==> config.mk <==
export PLATFORM = sky130hd
export DESIGN_NAME = hash_job_regs
export DESIGN_NICKNAME = d
export VERILOG_FILES = /design/src/rtl/hash_job_regs.sv
export SDC_FILE = /design/constraint.sdc
export NUM_CORES = 2
export LEC_CHECK = 0
export BUFFER_PORTS_ARGS = -buffer_cell sky130_fd_sc_hd__buf_4
export CELL_PAD_IN_SITES_DETAIL_PLACEMENT = 0
export CELL_PAD_IN_SITES_GLOBAL_PLACEMENT = 1
export CORE_AREA = 3 3 473 475
export CTS_BUF_LIST = sky130_fd_sc_hd__clkbuf_2 sky130_fd_sc_hd__clkbuf_4 sky130_fd_sc_hd__clkbuf_8
export CTS_CLUSTER_DIAMETER = 200
export DETAILED_ROUTE_END_ITERATION = 12
export DIE_AREA = 0 0 476 478
export GPL_ROUTABILITY_DRIVEN = 0
export MAX_ROUTING_LAYER = met4
export PLACE_DENSITY = 0.61
export SLEW_MARGIN = 20
export SYNTH_ARGS = -nofsm -noshare
export SYNTH_HDL_FRONTEND = slang
export SYNTH_SLANG_ARGS = --single-unit
==> constraint.sdc <==
create_clock -name clk -period 2.04 [get_ports clk]
set_input_delay 0.204 -clock clk [delete_from_list [all_inputs] [get_ports clk]]
set_output_delay 0.204 -clock clk [all_outputs]
set_load 0.005 [all_outputs]
==> src/rtl/hash_job_regs.sv <==
module hash_job_regs #(
  parameter int RST_CYCLES = 8,
  parameter int NUM_IV     = 8,
  parameter int NUM_KEY    = 16,
  parameter int NUM_DIG    = 8,
  parameter int SHA1_WORDS = 5
) (
  input  logic                  clk,
  input  logic                  rst_n,
  input  logic                  bus_wr,
  input  logic [5:0]            bus_word_addr,
  input  logic [31:0]           bus_wdata,
  output logic [31:0]           bus_rdata,
  output logic                  irq,
  output logic                  eng_rst,
  output logic                  job_start,
  output logic [1:0]            job_mode,
  output logic                  job_use_iv,
  output logic                  job_autopad,
  output logic                  job_ipad,
  output logic                  job_opad,
  output logic [31:0]           job_pad_len,
  output logic [31:0]           job_src_addr,
  output logic [31:0]           job_xfer_len,
  output logic [32*NUM_IV-1:0]  job_iv,
  output logic [32*NUM_KEY-1:0] job_key,
  input  logic                  job_done,
  input  logic [32*NUM_DIG-1:0] job_digest
);
  localparam int CW       = $clog2(RST_CYCLES + 1);
  localparam int IVW      = $clog2(NUM_IV);
  localparam int KYW      = $clog2(NUM_KEY);
  localparam int DGW      = $clog2(NUM_DIG);
  localparam int W_CTRL   = 0;
  localparam int W_STAT   = 1;
  localparam int W_EN     = 2;
  localparam int W_PAD    = 3;
  localparam int W_SRC    = 4;
  localparam int W_LEN    = 5;
  localparam int IV_BASE  = 8;
  localparam int KEY_BASE = 16;
  localparam int DIG_BASE = 32;

  logic [31:0]               ctrl_q, pad_q, src_q, len_q;
  logic [1:0]                stat_q, en_q;
  logic                      busy_q;
  logic [CW-1:0]             rst_cnt;
  logic [NUM_IV-1:0][31:0]   iv_q;
  logic [NUM_KEY-1:0][31:0]  key_q;
  logic [NUM_DIG-1:0][31:0]  dig_q;
  logic [31:0]               dig_cap [NUM_DIG];

  wire rst_act    = (rst_cnt != '0);
  wire wr_ctrl    = bus_wr && (bus_word_addr == 6'(W_CTRL));
  wire do_rst     = wr_ctrl && bus_wdata[0];
  wire launch_try = wr_ctrl && !bus_wdata[0] && bus_wdata[1];
  wire launch_ok  = launch_try && !busy_q && !rst_act;
  wire launch_err = launch_try && busy_q;
  wire ctrl_upd   = wr_ctrl && !bus_wdata[0] && !busy_q && !rst_act;
  wire done_ok    = job_done && busy_q && !do_rst;
  wire sha1_mode  = !ctrl_q[4];
  wire [1:0] w1c  = (bus_wr && bus_word_addr == 6'(W_STAT)) ? bus_wdata[1:0] : 2'b00;

  genvar g;
  generate
    for (g = 0; g < NUM_DIG; g++) begin : g_cap
      if (g >= SHA1_WORDS) begin : g_masked
        assign dig_cap[g] = sha1_mode ? 32'h0 : job_digest[32*g +: 32];
      end else begin : g_plain
        assign dig_cap[g] = job_digest[32*g +: 32];
      end
    end
  endgenerate

  always_ff @(posedge clk or negedge rst_n) begin
    if (!rst_n) begin
      ctrl_q    <= '0;
      stat_q    <= '0;
      en_q      <= '0;
      busy_q    <= 1'b0;
      rst_cnt   <= '0;
      job_start <= 1'b0;
      dig_q     <= '0;
    end else begin
      job_start <= launch_ok;
      if (do_rst) begin
        rst_cnt <= CW'(RST_CYCLES);
        busy_q  <= 1'b0;
        stat_q  <= '0;
        ctrl_q  <= '0;
      end else begin
        if (rst_act) rst_cnt <= rst_cnt - 1'b1;
        if (launch_ok) busy_q <= 1'b1;
        else if (done_ok) busy_q <= 1'b0;
        if (ctrl_upd) ctrl_q <= {bus_wdata[31:2], 2'b00};
        stat_q <= (stat_q & ~w1c) | {launch_err, done_ok};
      end
      if (bus_wr && bus_word_addr == 6'(W_EN)) en_q <= bus_wdata[1:0];
      if (done_ok)
        for (int i = 0; i < NUM_DIG; i++) dig_q[i] <= dig_cap[i];
    end
  end

  always_ff @(posedge clk or negedge rst_n) begin
    if (!rst_n) begin
      pad_q <= '0;
      src_q <= '0;
      len_q <= '0;
      iv_q  <= '0;
      key_q <= '0;
    end else if (bus_wr) begin
      if (bus_word_addr == 6'(W_PAD)) pad_q <= bus_wdata;
      if (bus_word_addr == 6'(W_SRC)) src_q <= {bus_wdata[31:2], 2'b00};
      if (bus_word_addr == 6'(W_LEN)) len_q <= bus_wdata;
      for (int i = 0; i < NUM_IV; i++)
        if (bus_word_addr == 6'(IV_BASE + i)) iv_q[i] <= bus_wdata;
      for (int i = 0; i < NUM_KEY; i++)
        if (bus_word_addr == 6'(KEY_BASE + i)) key_q[i] <= bus_wdata;
    end
  end

  always_comb begin
    int idx;
    idx = int'(bus_word_addr);
    bus_rdata = '0;
    if (idx == W_CTRL)      bus_rdata = {ctrl_q[31:2], busy_q, rst_act};
    else if (idx == W_STAT) bus_rdata = {30'b0, stat_q};
    else if (idx == W_EN)   bus_rdata = {30'b0, en_q};
    else if (idx == W_PAD)  bus_rdata = pad_q;
    else if (idx == W_SRC)  bus_rdata = src_q;
    else if (idx == W_LEN)  bus_rdata = len_q;
    else if (idx >= IV_BASE && idx < IV_BASE + NUM_IV) begin
      idx = idx - IV_BASE;
      bus_rdata = iv_q[idx[IVW-1:0]];
    end else if (idx >= KEY_BASE && idx < KEY_BASE + NUM_KEY) begin
      idx = idx - KEY_BASE;
      bus_rdata = key_q[idx[KYW-1:0]];
    end else if (idx >= DIG_BASE && idx < DIG_BASE + NUM_DIG) begin
      idx = idx - DIG_BASE;
      bus_rdata = dig_q[idx[DGW-1:0]];
    end
  end

  assign irq          = |(stat_q & en_q);
  assign eng_rst      = rst_act;
  assign job_mode     = ctrl_q[5:4];
  assign job_use_iv   = ctrl_q[8];
  assign job_autopad  = ctrl_q[13];
  assign job_ipad     = ctrl_q[21] & ctrl_q[5];
  assign job_opad     = ctrl_q[22] & ctrl_q[5];
  assign job_pad_len  = pad_q;
  assign job_src_addr = src_q;
  assign job_xfer_len = len_q;
  assign job_iv       = iv_q;
  assign job_key      = key_q;

  AST_RST_ABORTS:    assert property (@(posedge clk) disable iff (!rst_n) do_rst |=> (!busy_q && eng_rst && stat_q == 2'b00));
  AST_START_PULSE:   assert property (@(posedge clk) disable iff (!rst_n) job_start |=> !job_start);
  AST_START_BUSY:    assert property (@(posedge clk) disable iff (!rst_n) job_start |-> busy_q);
  AST_HMAC_GATE:     assert property (@(posedge clk) disable iff (!rst_n) !job_mode[1] |-> !(job_ipad || job_opad));
  AST_DONE_SETS:     assert property (@(posedge clk) disable iff (!rst_n) done_ok |=> (stat_q[0] && !busy_q));
  AST_BUSY_ERROR:    assert property (@(posedge clk) disable iff (!rst_n) (launch_try && busy_q) |=> stat_q[1]);
  AST_DIGEST_HOLD:   assert property (@(posedge clk) disable iff (!rst_n) !$stable(dig_q) |-> $past(job_done && busy_q));
  AST_IRQ_MASKED:    assert property (@(posedge clk) disable iff (!rst_n) (en_q == 2'b00) |-> !irq);
  AST_SRC_ALIGNED:   assert property (@(posedge clk) disable iff (!rst_n) job_src_addr[1:0] == 2'b00);
endmodule

==> metrics.cfg <==
[logic_synthesis]
ys.flop_type=dfrtp_1
synth_warnings=0
synth_edf_count=0
synthDistinctLibCells=66
synth_top_area_share_pct=54.9
syn_area_um2=52800
yosysSeqAreaShare_pct=54.9
syn-instance-count=3718
async_flop_share_pct=100
syn_avg_cell_area_um2=14.2
synthTopCellsByArea=dfrtp_1 (55%), mux2_2 (21%), mux4_2 (11%)
synth.largest_area_cell=dfrtp_1
synth.most_common_cell=dfrtp_1
synth-seq-cells=1158
synth_common_cells=dfrtp_1 (1158), mux2_2 (988), nand2_1 (359), mux4_2 (256), clkbuf_1 (141)

[power]
seqPwrFrac_pct=40.1
swShare_pct=29.2
power_frac_comb_pct=23.1
p_clk_share_pct=36.9
p_total_mw=68.6
p_int_mw=48.6
switchingPower_mw=20.0
leakage_nw=40.3
power_density_nw_per_um2=820
vdd_drop_max_mv=0.614

[sta]
setup_viol=33
setup_ws_ns=-1.30
tightest_slew_ns=0.784
hold_viol=0
slew_viol_final=0
rsz0062_at_grt=yes
fmax_mhz=299
min_period_over_period_pct=164
fin_worst_skew_ns=0.0485
slew_headroom_pct=47.8
holdWs_ns=0.174
fin_crit_ns=3.34

[die]
initial_utilization_pct=24.0
rows=172
die_h_um=478
boundaryPins=1203
die_area_um2=228000
core_area_um2=220000
die_w_um=476

[grt]
top_usage_layer=met2
grt_max_degree=131
grt_pass1_wl_mm=392
grtUsageMet3_pct=7.26
use_met2_pct=40.1
grt_pass1_vias=46700
met1_usage_pct=30.9
antenna_found_initial=21
grt_overflow_total=0
grt_use_total_pct=25.4

[clock_tree]
clock_tree.buffer_depth=3
cts_tree=built
htree_levels=4
clkTransAtPathRegs_ns=0.06
cts.sinks=1158
insertion_delay_ns=0.97
cts_root_buf=clkbuf_8
cts_buffers=209

[cells_and_area]
multi_input_comb_area_um2=23400
regArea_um2=29000
fill_cells=21000
fin_nets=6478
layout-drive-gt1-share_pct=61.3
fin_cells=9326
syn2layout_area_growth_pct=58.5
fin_area_um2=83700

[drt]
drtIter0Drc=2856
antenna_left=0
route.vias.total=44100
wl_mm=288
wire_per_inst_um=30.9
firstDrtPassIters=7
vias_per_cell=4.73
drc=0

[run]
maxCapViolCount=0

[critical_path]
critPathCaptureType=primary output
start_kind=flop
critPathMaxFanout=2
crit_arrival_ns=3.14
cp.required_ns=1.84
crit_type=flop to primary output

[min_path]
min_path_type=input port to flop

[place]
port-buffer-count=1200
place_inst=8373
dp_hpwl_mm=222
place_ws_ns=-1.75
placed_cell_area_um2=71800

[run_status]
outcome=complete, but fails checks
violations=setup timing

==> final timing paths <==
kind / end / from / cells past startpoint / slack, ns
max: bus_rdata[27] / dig_q[155] / 8 / -1.30
min: dig_q[206] / job_digest[206] / 4 / 0.17
max reg2reg: ctrl_q[26] / rst_cnt[1] / 10 / 0.01
min reg2reg: dig_q[244] / dig_q[244] / 2 / 0.48
max in group asynchronous: job_key[262] / rst_n / 6 / 0.51
min in group asynchronous: job_iv[120] / rst_n / 4 / 0.39
==> repair_timing <==
action                     in CTS  in global routing
cloned                          2                  0
resized for setup             331                 27
setup endpoints to repair      68                 67
setup buffers                  29                  9
pin swaps                     111                 44
hold buffers                  545                  0
hold endpoints to repair     2316                  0
==> per-stage QoR <==
| stage | setup TNS [ns] | util [%] |
|---|---|---|
| detailed placement | -555.67 | 32.7 |
| global placement | -558.68 | 32.7 |
| floorplan | 0 | - |
| global route | -41.80 | 38.1 |
| finish | -35.28 | 38.1 |
| CTS | -43.00 | 38.0 |
==> per-layer routing <==
metal	share of wire [%]	vias to the layer above
met5	0	-
met4	4.1	0
met3	8.3	373
met2	47	1832
met1	41	23200
li1	-	18700
==> cells in the final DEF, fill, tap and decap left out, types with 5 or more instances in the layout <==
master	count
buf_4	1853
dfrtp_1	1151
mux2_2	988
dlygate4sd3_1	544
nand2_1	336
clkbuf_8	270
mux4_2	256
buf_12	108
o21ai_0	99
buf_6	96
a21oi_1	77
clkbuf_4	69
a22oi_2	39
nor2_4	37
mux2_1	37
nor2_1	24
a22o_1	22
o2bb2ai_1	22
clkinv_2	22
o22a_1	21
a2bb2oi_1	21
o21ai_4	16
nand2_2	16
a22oi_1	15
diode_2	14
nand3_1	12
nand3_2	11
nand3_4	11
o21ai_2	10
bufinv_16	10
o22ai_1	9
mux2i_1	8
or3_1	8
nor3_4	6
dfrtp_2	6
nand2_4	5
a211oi_1	5
clkinvlp_4	5
==> final cells by class <==
type                    instances  area share, %
diodes                         14         0.0419
clock buffers                 339           5.06
clock inverters                48          0.698
inverters                       8         0.0389
multi-input cells            2195           28.0
flip-flops and latches       1158           34.6
well taps                    2958           4.42
repair buffers               2606           27.1
==> registers in the layout (all words and copies together), names as in the netlist <==
signal,cells
job_start,1
job_src_addr,30
job_xfer_len,32
ctrl_q,30
en_q,2
rst_cnt,4
busy_q,1
job_pad_len,32
job_key,512
stat_q,2
dig_q,256
job_iv,256
==> worst max-delay path, stage by stage (launching register included) <==
cell	delay, ns
dfrtp_1	0.41
mux4_2	0.49
a22oi_2	0.29
buf_6	0.18
o211ai_1	0.11
o21ai_2	0.34
buf_4	0.18
nand3_2	0.07
buf_6	0.13
==> cell families (layout without fill, tap and decap cells) <==
group | after synthesis | after routing | synth area share, %
muxes | 1290 | 1290 | 33.0
DFF | 1158 | 1158 | 54.9
and+or+nand+nor | 514 | 514 | 4.13
AOI/OAI and AO/OA | 385 | 385 | 4.73
buffers and inverters | 366 | 3001 | 3.20
adders and majority gates | 2 | 2 | 0.0474
xor gates and xnor gates | 2 | 2 | 0.0332
other | 1 | 16 | 0.00710
==> power by group through the flow <==
stage | clock [mW] | combinational [mW] | sequential (mW)
global placement | 0 | 14.5 | 27.7
global route | 26.9 | 16.7 | 27.7
CTS | 26.0 | 15.9 | 27.4
finish | 25.3 | 15.8 | 27.5
detailed placement | 0 | 14.7 | 27.8
floorplan | 0 | 4.21 | 27.5
No activity file was read; power rests on OpenSTA's default activity.
